## config.mk

```make
export PLATFORM = sky130hd
export DESIGN_NAME = svs_step_unit
export DESIGN_NICKNAME = d
export VERILOG_FILES = /design/src/rtl/svs_pkg.sv /design/src/rtl/svs_decode.sv /design/src/rtl/svs_state.sv /design/src/rtl/svs_result.sv /design/src/rtl/svs_step_unit.sv
export SDC_FILE = /design/constraint.sdc
export NUM_CORES = 1
export LEC_CHECK = 0
export CAP_MARGIN = 20
export CORE_MARGIN = 5
export CORE_UTILIZATION = 35
export DETAILED_ROUTE_END_ITERATION = 6
export HOLD_SLACK_MARGIN = 0.05
export PLACE_DENSITY_LB_ADDON = 0.08
export SYNTH_ARGS = -nofsm -noshare
export SYNTH_HDL_FRONTEND = slang
export SYNTH_SLANG_ARGS = --single-unit
```

## constraint.sdc

```tcl
create_clock -name clk -period 3.4 [get_ports clk]
set_input_delay 0.51 -clock clk [delete_from_list [all_inputs] [get_ports clk]]
set_output_delay 0.51 -clock clk [all_outputs]
set_load 0.03 [all_outputs]
```

## src/rtl/svs_pkg.sv

```systemverilog
package svs_pkg;
  localparam int SEL_W  = 4;
  localparam int NSHAPE = 4;
  localparam int SIDX_W = $clog2(NSHAPE);
  localparam int COND_W = 4;
  localparam int EQ_BIT = 1;

  typedef enum logic [2:0] {
    K_ADV   = 3'd0,
    K_SHAPE = 3'd1,
    K_FIELD = 3'd2,
    K_RSV   = 3'd3,
    K_FLAGS = 3'd4
  } op_kind_e;

  function automatic op_kind_e classify(input logic [SEL_W-1:0] s);
    if (s == '0)                      return K_ADV;
    else if (s <= SEL_W'(NSHAPE))     return K_SHAPE;
    else if (s <= SEL_W'(8))          return K_FIELD;
    else if (s[3:2] == 2'b11)         return K_FLAGS;
    else                              return K_RSV;
  endfunction
endpackage

```

## src/rtl/svs_decode.sv

```systemverilog
module svs_decode
  import svs_pkg::*;
(
  input  logic [SEL_W-1:0]  sel,
  input  logic              step,
  output op_kind_e          kind,
  output logic              do_adv,
  output logic              wr_flags,
  output logic [SIDX_W-1:0] shape_idx,
  output logic [1:0]        field_idx
);
  logic [SEL_W-1:0] sel_m1;

  always_comb begin
    kind      = classify(sel);
    do_adv    = (kind == K_ADV) && step;
    wr_flags  = (kind == K_FLAGS) && step;
    sel_m1    = sel - SEL_W'(1);
    shape_idx = sel_m1[SIDX_W-1:0];
    // 5->0 src, 6->1 dst, 7->2 ssub, 8->3 dsub
    field_idx = 2'(sel - SEL_W'(5));
  end

  always_comb begin
    if (kind == K_FLAGS) assert (sel[3:2] == 2'b11) else $error("p_flags_decode_r2");
    if (do_adv)          assert (sel == '0)         else $error("p_adv_decode_r6");
  end
endmodule

```

## src/rtl/svs_state.sv

```systemverilog
module svs_state #(
  parameter int STEP_W = 7,
  parameter int SUB_W  = 2
) (
  input  logic              clk,
  input  logic              rst_n,
  input  logic              acc,
  input  logic              do_adv,
  input  logic              wr_flags,
  input  logic              set_pack,
  input  logic              set_unpack,
  input  logic [STEP_W-1:0] nxt_src,
  input  logic [STEP_W-1:0] nxt_dst,
  input  logic [SUB_W-1:0]  nxt_ssub,
  input  logic [SUB_W-1:0]  nxt_dsub,
  output logic [STEP_W-1:0] cur_src,
  output logic [STEP_W-1:0] cur_dst,
  output logic [SUB_W-1:0]  cur_ssub,
  output logic [SUB_W-1:0]  cur_dsub,
  output logic              cur_pack,
  output logic              cur_unpack,
  output logic [STEP_W-1:0] nx_src,
  output logic [STEP_W-1:0] nx_dst,
  output logic [SUB_W-1:0]  nx_ssub,
  output logic [SUB_W-1:0]  nx_dsub,
  output logic              nx_pack,
  output logic              nx_unpack
);
  always_comb begin
    nx_src    = cur_src;
    nx_dst    = cur_dst;
    nx_ssub   = cur_ssub;
    nx_dsub   = cur_dsub;
    nx_pack   = cur_pack;
    nx_unpack = cur_unpack;
    if (acc && do_adv) begin
      nx_src  = nxt_src;
      nx_dst  = nxt_dst;
      nx_ssub = nxt_ssub;
      nx_dsub = nxt_dsub;
    end
    if (acc && wr_flags) begin
      nx_pack   = set_pack;
      nx_unpack = set_unpack;
    end
  end

  always_ff @(posedge clk) begin
    if (!rst_n) begin
      cur_src    <= '0;
      cur_dst    <= '0;
      cur_ssub   <= '0;
      cur_dsub   <= '0;
      cur_pack   <= 1'b0;
      cur_unpack <= 1'b0;
    end else begin
      cur_src    <= nx_src;
      cur_dst    <= nx_dst;
      cur_ssub   <= nx_ssub;
      cur_dsub   <= nx_dsub;
      cur_pack   <= nx_pack;
      cur_unpack <= nx_unpack;
    end
  end

  p_adv_load_r6: assert property (@(posedge clk) disable iff (!rst_n)
    (acc && do_adv) |=> (cur_src == $past(nxt_src)) && (cur_dst == $past(nxt_dst))
                        && (cur_ssub == $past(nxt_ssub)) && (cur_dsub == $past(nxt_dsub)));

  p_flag_write_r2: assert property (@(posedge clk) disable iff (!rst_n)
    (acc && wr_flags) |=> (cur_pack == $past(set_pack)) && (cur_unpack == $past(set_unpack)));

  p_steps_hold_r2: assert property (@(posedge clk) disable iff (!rst_n)
    (acc && wr_flags) |=> $stable(cur_src) && $stable(cur_dst));
endmodule

```

## src/rtl/svs_result.sv

```systemverilog
module svs_result
  import svs_pkg::*;
#(
  parameter int XLEN   = 64,
  parameter int STEP_W = 7,
  parameter int SUB_W  = 2,
  parameter int SHP_W  = 16
) (
  input  logic                     clk,
  input  logic                     rst_n,
  input  logic                     op_valid,
  output logic                     op_ready,
  input  logic                     op_rec,
  input  op_kind_e                 kind,
  input  logic [SIDX_W-1:0]        shape_idx,
  input  logic [1:0]               field_idx,
  input  logic [NSHAPE*SHP_W-1:0]  shape_off,
  input  logic [STEP_W-1:0]        cfg_vl,
  input  logic [SUB_W-1:0]         cfg_subvl,
  input  logic [STEP_W-1:0]        cur_src,
  input  logic [STEP_W-1:0]        cur_dst,
  input  logic [SUB_W-1:0]         cur_ssub,
  input  logic [SUB_W-1:0]         cur_dsub,
  input  logic [STEP_W-1:0]        nx_src,
  input  logic [STEP_W-1:0]        nx_dst,
  input  logic [SUB_W-1:0]         nx_ssub,
  input  logic [SUB_W-1:0]         nx_dsub,
  input  logic                     nx_pack,
  input  logic                     nx_unpack,
  output logic                     acc,
  output logic                     res_valid,
  input  logic                     res_ready,
  output logic [XLEN-1:0]          res_data,
  output logic [COND_W-1:0]        res_cond
);
  logic [SHP_W-1:0]  shp [NSHAPE];
  logic [XLEN-1:0]   d_data;
  logic [COND_W-1:0] d_cond;
  logic [STEP_W-1:0] vl_last;
  logic              at_end;

  for (genvar g = 0; g < NSHAPE; g++) begin : g_shape
    assign shp[g] = shape_off[g*SHP_W +: SHP_W];
  end

  assign op_ready = !res_valid || res_ready;
  assign acc      = op_valid && op_ready;
  assign vl_last  = cfg_vl - STEP_W'(1);

  always_comb begin
    at_end = ((nx_src == vl_last) && (nx_ssub == cfg_subvl)) ||
             ((nx_dst == vl_last) && (nx_dsub == cfg_subvl));
    d_cond = '0;
    if (op_rec) d_cond[EQ_BIT] = at_end;
  end

  always_comb begin
    d_data = '0;
    unique case (kind)
      K_SHAPE: d_data = XLEN'(shp[shape_idx]);
      K_FIELD: begin
        unique case (field_idx)
          2'd0: d_data = XLEN'(cur_src);
          2'd1: d_data = XLEN'(cur_dst);
          2'd2: d_data = XLEN'(cur_ssub);
          default: d_data = XLEN'(cur_dsub);
        endcase
      end
      K_FLAGS: d_data = XLEN'({nx_unpack, nx_pack});
      default: d_data = '0;
    endcase
  end

  always_ff @(posedge clk) begin
    if (!rst_n) begin
      res_valid <= 1'b0;
      res_data  <= '0;
      res_cond  <= '0;
    end else if (acc) begin
      res_valid <= 1'b1;
      res_data  <= d_data;
      res_cond  <= d_cond;
    end else if (res_ready) begin
      res_valid <= 1'b0;
    end
  end

  p_hold_r10: assert property (@(posedge clk) disable iff (!rst_n)
    (res_valid && !res_ready) |=> res_valid && $stable(res_data) && $stable(res_cond));

  p_latency_r11: assert property (@(posedge clk) disable iff (!rst_n)
    acc |=> res_valid);

  p_cond_quiet_r9: assert property (@(posedge clk) disable iff (!rst_n)
    (acc && !op_rec) |=> (res_cond == '0));

  p_rsv_zero_r8: assert property (@(posedge clk) disable iff (!rst_n)
    (acc && (kind == K_RSV || kind == K_ADV)) |=> (res_data == '0));
endmodule

```

## src/rtl/svs_step_unit.sv

```systemverilog
module svs_step_unit
  import svs_pkg::*;
#(
  parameter int XLEN   = 64,
  parameter int STEP_W = 7,
  parameter int SUB_W  = 2,
  parameter int SHP_W  = 16
) (
  input  logic                    clk,
  input  logic                    rst_n,
  input  logic                    op_valid,
  output logic                    op_ready,
  input  logic [SEL_W-1:0]        op_sel,
  input  logic                    op_step,
  input  logic                    op_rec,
  input  logic [NSHAPE*SHP_W-1:0] shape_off,
  input  logic [STEP_W-1:0]       cfg_vl,
  input  logic [SUB_W-1:0]        cfg_subvl,
  input  logic [STEP_W-1:0]       nxt_src,
  input  logic [STEP_W-1:0]       nxt_dst,
  input  logic [SUB_W-1:0]        nxt_ssub,
  input  logic [SUB_W-1:0]        nxt_dsub,
  output logic                    adv_req,
  output logic [STEP_W-1:0]       cur_src,
  output logic [STEP_W-1:0]       cur_dst,
  output logic [SUB_W-1:0]        cur_ssub,
  output logic [SUB_W-1:0]        cur_dsub,
  output logic                    cur_pack,
  output logic                    cur_unpack,
  output logic                    res_valid,
  input  logic                    res_ready,
  output logic [XLEN-1:0]         res_data,
  output logic [COND_W-1:0]       res_cond
);
  op_kind_e          kind;
  logic              do_adv, wr_flags, acc;
  logic [SIDX_W-1:0] shape_idx;
  logic [1:0]        field_idx;
  logic [STEP_W-1:0] nx_src, nx_dst;
  logic [SUB_W-1:0]  nx_ssub, nx_dsub;
  logic              nx_pack, nx_unpack;

  svs_decode u_dec (
    .sel(op_sel), .step(op_step), .kind(kind), .do_adv(do_adv),
    .wr_flags(wr_flags), .shape_idx(shape_idx), .field_idx(field_idx)
  );

  svs_state #(.STEP_W(STEP_W), .SUB_W(SUB_W)) u_state (
    .clk(clk), .rst_n(rst_n), .acc(acc), .do_adv(do_adv), .wr_flags(wr_flags),
    .set_pack(op_sel[0]), .set_unpack(op_sel[1]),
    .nxt_src(nxt_src), .nxt_dst(nxt_dst), .nxt_ssub(nxt_ssub), .nxt_dsub(nxt_dsub),
    .cur_src(cur_src), .cur_dst(cur_dst), .cur_ssub(cur_ssub), .cur_dsub(cur_dsub),
    .cur_pack(cur_pack), .cur_unpack(cur_unpack),
    .nx_src(nx_src), .nx_dst(nx_dst), .nx_ssub(nx_ssub), .nx_dsub(nx_dsub),
    .nx_pack(nx_pack), .nx_unpack(nx_unpack)
  );

  svs_result #(.XLEN(XLEN), .STEP_W(STEP_W), .SUB_W(SUB_W), .SHP_W(SHP_W)) u_res (
    .clk(clk), .rst_n(rst_n), .op_valid(op_valid), .op_ready(op_ready),
    .op_rec(op_rec), .kind(kind), .shape_idx(shape_idx), .field_idx(field_idx),
    .shape_off(shape_off), .cfg_vl(cfg_vl), .cfg_subvl(cfg_subvl),
    .cur_src(cur_src), .cur_dst(cur_dst), .cur_ssub(cur_ssub), .cur_dsub(cur_dsub),
    .nx_src(nx_src), .nx_dst(nx_dst), .nx_ssub(nx_ssub), .nx_dsub(nx_dsub),
    .nx_pack(nx_pack), .nx_unpack(nx_unpack), .acc(acc),
    .res_valid(res_valid), .res_ready(res_ready), .res_data(res_data), .res_cond(res_cond)
  );

  assign adv_req = acc && do_adv;

  p_inquire_stable_r7: assert property (@(posedge clk) disable iff (!rst_n)
    (op_valid && op_ready && !op_step) |=> $stable(cur_src) && $stable(cur_dst)
      && $stable(cur_ssub) && $stable(cur_dsub) && $stable(cur_pack) && $stable(cur_unpack));

  p_no_req_inquiry_r7: assert property (@(posedge clk) disable iff (!rst_n)
    !op_step |-> !adv_req);

  p_req_pulse_r6: assert property (@(posedge clk) disable iff (!rst_n)
    adv_req |-> op_valid && op_ready);
endmodule

```

==> metrics.md <==
| Metric | Value |
|---|---|
| Longest Clk Path Bufs | 2 |
| Final hold violation count | 0 |
| Post-synth ARST share | 0 |
| Row cnt | 33 |
| Post-DP HPWL | 7.19 mm |
| Slowest stage delay, CP | between 400 and 500 ps |
| Slew Viols, Final | 0 |
| Area share of the largest cell type after synthesis | 0.262 |
| Max Freq | 370 MHz |
| TritonCTS Sinks | 38 |
| Remaining Overflow, GRT | 0 |
| Outcome | finished, final reports clean |
| Sw power | 0.000367 W |
| Initial Utilization | 0.357 |
| Sequential share of power | 0.394 |
| Crit end category | flip-flop |
| Clk pwr share | 0.251 |
| Worst VDD drop | ~0.00015 V |
| Startpoint types | input port |
| Clock transition at the registers of the reported paths | 80 ps |
| Crit share post-route | 0.796 |
| CP delay by family, top | buffers and inverters |
| WP data arrival | between 2000 and 3000 ps |
| CTS tree | yes |
| Post-Layout Cell Count | roughly 550 |
| Most numerous cell in the Yosys netlist | buf_4 |
| Worst skew pair latency | 290 ps |
| Drt initial violations | 41 |
| Seq cells post-synth | 38 |
| Ys flop type | dfxtp_1 |
| H-tree Lvls | 2 |
| Largest net degree at the start of global routing | 39 |
| Commonest cells in the netlist | buf_4, dfxtp_1, nor2b_1, mux2i_1, nand2_1 |
| I/O pin total | 192 |
| YS warnings | 0 |
| Die width | 101 µm |
| Power Density | 271 mW/mm² |
| GRT Resource Usage Total | 0.166 |
| Antenna Cells | 0 |
| Core area | 0.00813 mm² |
| Final setup viols | 0 |
| Nets | around 550 |
| Crit path max-delay cell type | clkdlybuf4s50_1 |
| Post-CTS sizing | 0 |
| Setup TNS | 0 ps |
| Area leader, netlist | dfxtp_1 |
| Initial antenna violation count | 0 |
| Layout cells sized above 1 | 0.0814 |
| Drt drc | 0 |
| Area grow syn2layout | 48.5% |
| Gate power share | 0.356 |
| Die area | 0.0102 mm² |
| Critical Path RT | 3600 ps |
| Internal cell power | 0.000802 W |
| EDFF count, synth | 0 |
| Via count | 2505 |
| Final ANT Viol Nets | 0 |
| Die Y | 101 µm |
| CP Max Fanout | 21 |
| Root Buffer | clkbuf_8 |
| Switching portion of total power | 0.314 |
| WP buf/inv | 3 |
| Setup Fix Bufs, Post-CTS | 0 |
| Leak | 1.58 nW |
| Tmin final | 2710 ps |
| CP cell instances | clkdlybuf4s50_1 -> inv_1 -> ha_1 -> nand2b_4 -> nor4_4 -> buf_12 -> mux2i_1 -> xnor3_1 -> nor4_1 -> a31oi_1 -> o31ai_2 |
| Syn Area/Cell | 9.54 µm² |
| Pre-antenna DRT Iters | 4 |
| Sequential element share of the synthesized area | 0.262 |
| WS Path Type | in -> reg |
| Cell variety after synth | 39 |
| Detailed Route WL | 8.74 mm |
| Number of max-cap violations | 0 |
| First-pass GRT wire length | 13.4 mm |
| Final GP Congestion | 0.842 |
| Cts bufs inserted | 5 |
| Post-Syn Area | 0.00290 mm² |
| Hold Path Class | reg -> reg |
| Placed Cells | 540 |
| Number of fill cells | 765 |
| Top cells by area, synth | dfxtp_1, buf_4, mux4_2 |
| Max Clock Skew | 10.4 ps |
| Vias in the first global route | 2551 |
| RSZ-0062 raised after global routing | false |
| IO buf count | 140 |
| Post-DR vias/cell | about 4.6 |
| Syn Inst Count | 304 |
| # hold bufs at CTS | 0 |
| DR WL/cell | 16.0 µm |
per-stage QoR:
| stage | total power (W) | area (µm²) | hold slack, ps | setup slack (ps) | util |
|---|---|---|---|---|---|
| 6_report | 0.00117 | 4310 | 455 | 694 | 0.530 |
| 5_1_grt | 0.00123 | 4310 | 481 | 535 | 0.530 |
| 4_1_cts | 0.00118 | 4310 | 457 | 701 | 0.530 |
| 3_5_place_dp | 0.000887 | 4230 | 445 | 405 | 0.520 |
| 3_3_place_gp | 0.000884 | 4230 | 442 | 471 | 0.520 |
| 2_1_floorplan | 0.000753 | 3090 | 583 | 500 | - |
cells in the final DEF (no fill, tap or decap), types with 2 or more instances in the layout:
cell type	netlist	routed
clkbuf_8	0	5
inv_1	6	6
nor3_1	6	6
a22oi_1	5	5
a221oi_1	4	4
nor2b_1	27	27
o21ai_1	4	4
xnor2_1	11	11
mux2i_1	20	20
a21oi_1	5	5
mux2_2	2	2
o21ai_0	6	6
dfxtp_1	38	38
nand2b_1	10	10
conb_1	1	51
ha_1	5	5
mux4_2	16	16
and3_1	3	3
xor2_1	14	14
nor2_1	6	6
nand2_1	18	18
a222oi_1	2	2
nor4_1	3	3
clkdlybuf4s50_1	0	139
clkbuf_1	10	2
a221o_1	5	5
buf_4	51	7
a31oi_1	2	2
a21boi_1	9	9
worst paths after layout:
kind | from | endpoint | slack (ps) | depth (start not counted)
worst max-delay path | op_sel[1] | u_res.res_cond[1] | 690 | 11
worst min register to register | u_res.res_data[14] | u_res.res_data[14] | 450 | 2
worst min-delay path | u_res.res_data[14] | u_res.res_data[14] | 450 | 2
worst max register to register | u_res.res_valid | u_res.res_cond[1] | 1180 | 8
tightest hold or removal path: cells and delay by family, from the launching register on:
kind,cells,cell delay (ps)
compound gates,1,50
flops,1,310
simple gates,1,50
state kept, by name, summed over array words and instances (netlist names):
name                count
u_res.res_cond          1
u_res.res_valid         1
u_state.cur_dsub        2
u_state.cur_pack        1
u_state.cur_dst         7
u_state.cur_unpack      1
u_state.cur_ssub        2
u_state.cur_src         7
u_res.res_data         16
final cells by class:
class	count	area, µm²	area share
well taps	105	131	0.0305
clock buffers	7	76.3	0.0177
repair buffers	147	1460	0.340
flip-flops and latches	38	761	0.177
inverters	7	26.3	0.00610
multi-input cells	243	1850	0.429
cell families after synthesis:
| kind of cell | Yosys count | share of synthesized area |
|---|---|---|
| AND/OR/NAND/NOR | 79 | 0.156 |
| buffers and inverters | 73 | 0.165 |
| AO/OA/AOI/OAI | 44 | 0.110 |
| multiplexers | 38 | 0.201 |
| flip-flops | 38 | 0.262 |
| XOR/XNOR | 26 | 0.0833 |
| adder cells (fa/ha/maj) | 5 | 0.0216 |
| other | 1 | 0.00129 |
metal layers:
layer	global-route usage	vias up	part of all wire
li1	-	1237	-
met1	0.205	1145	0.41
met2	0.291	116	0.50
met3	0.0436	7	0.086
met4	0.0337	0	0.0082
met5	0	-	0
power groups by stage:
stage                     Clock (W)  Combinational [W]  Sequential [W]
final                      0.000293           0.000416        0.000460
after global routing       0.000320           0.000447        0.000461
after CTS                  0.000303           0.000418        0.000460
after detailed placement          0           0.000416        0.000471
after global placement            0           0.000414        0.000470
after floorplan                   0           0.000264        0.000489
No activity file was read; power rests on OpenSTA's default activity.
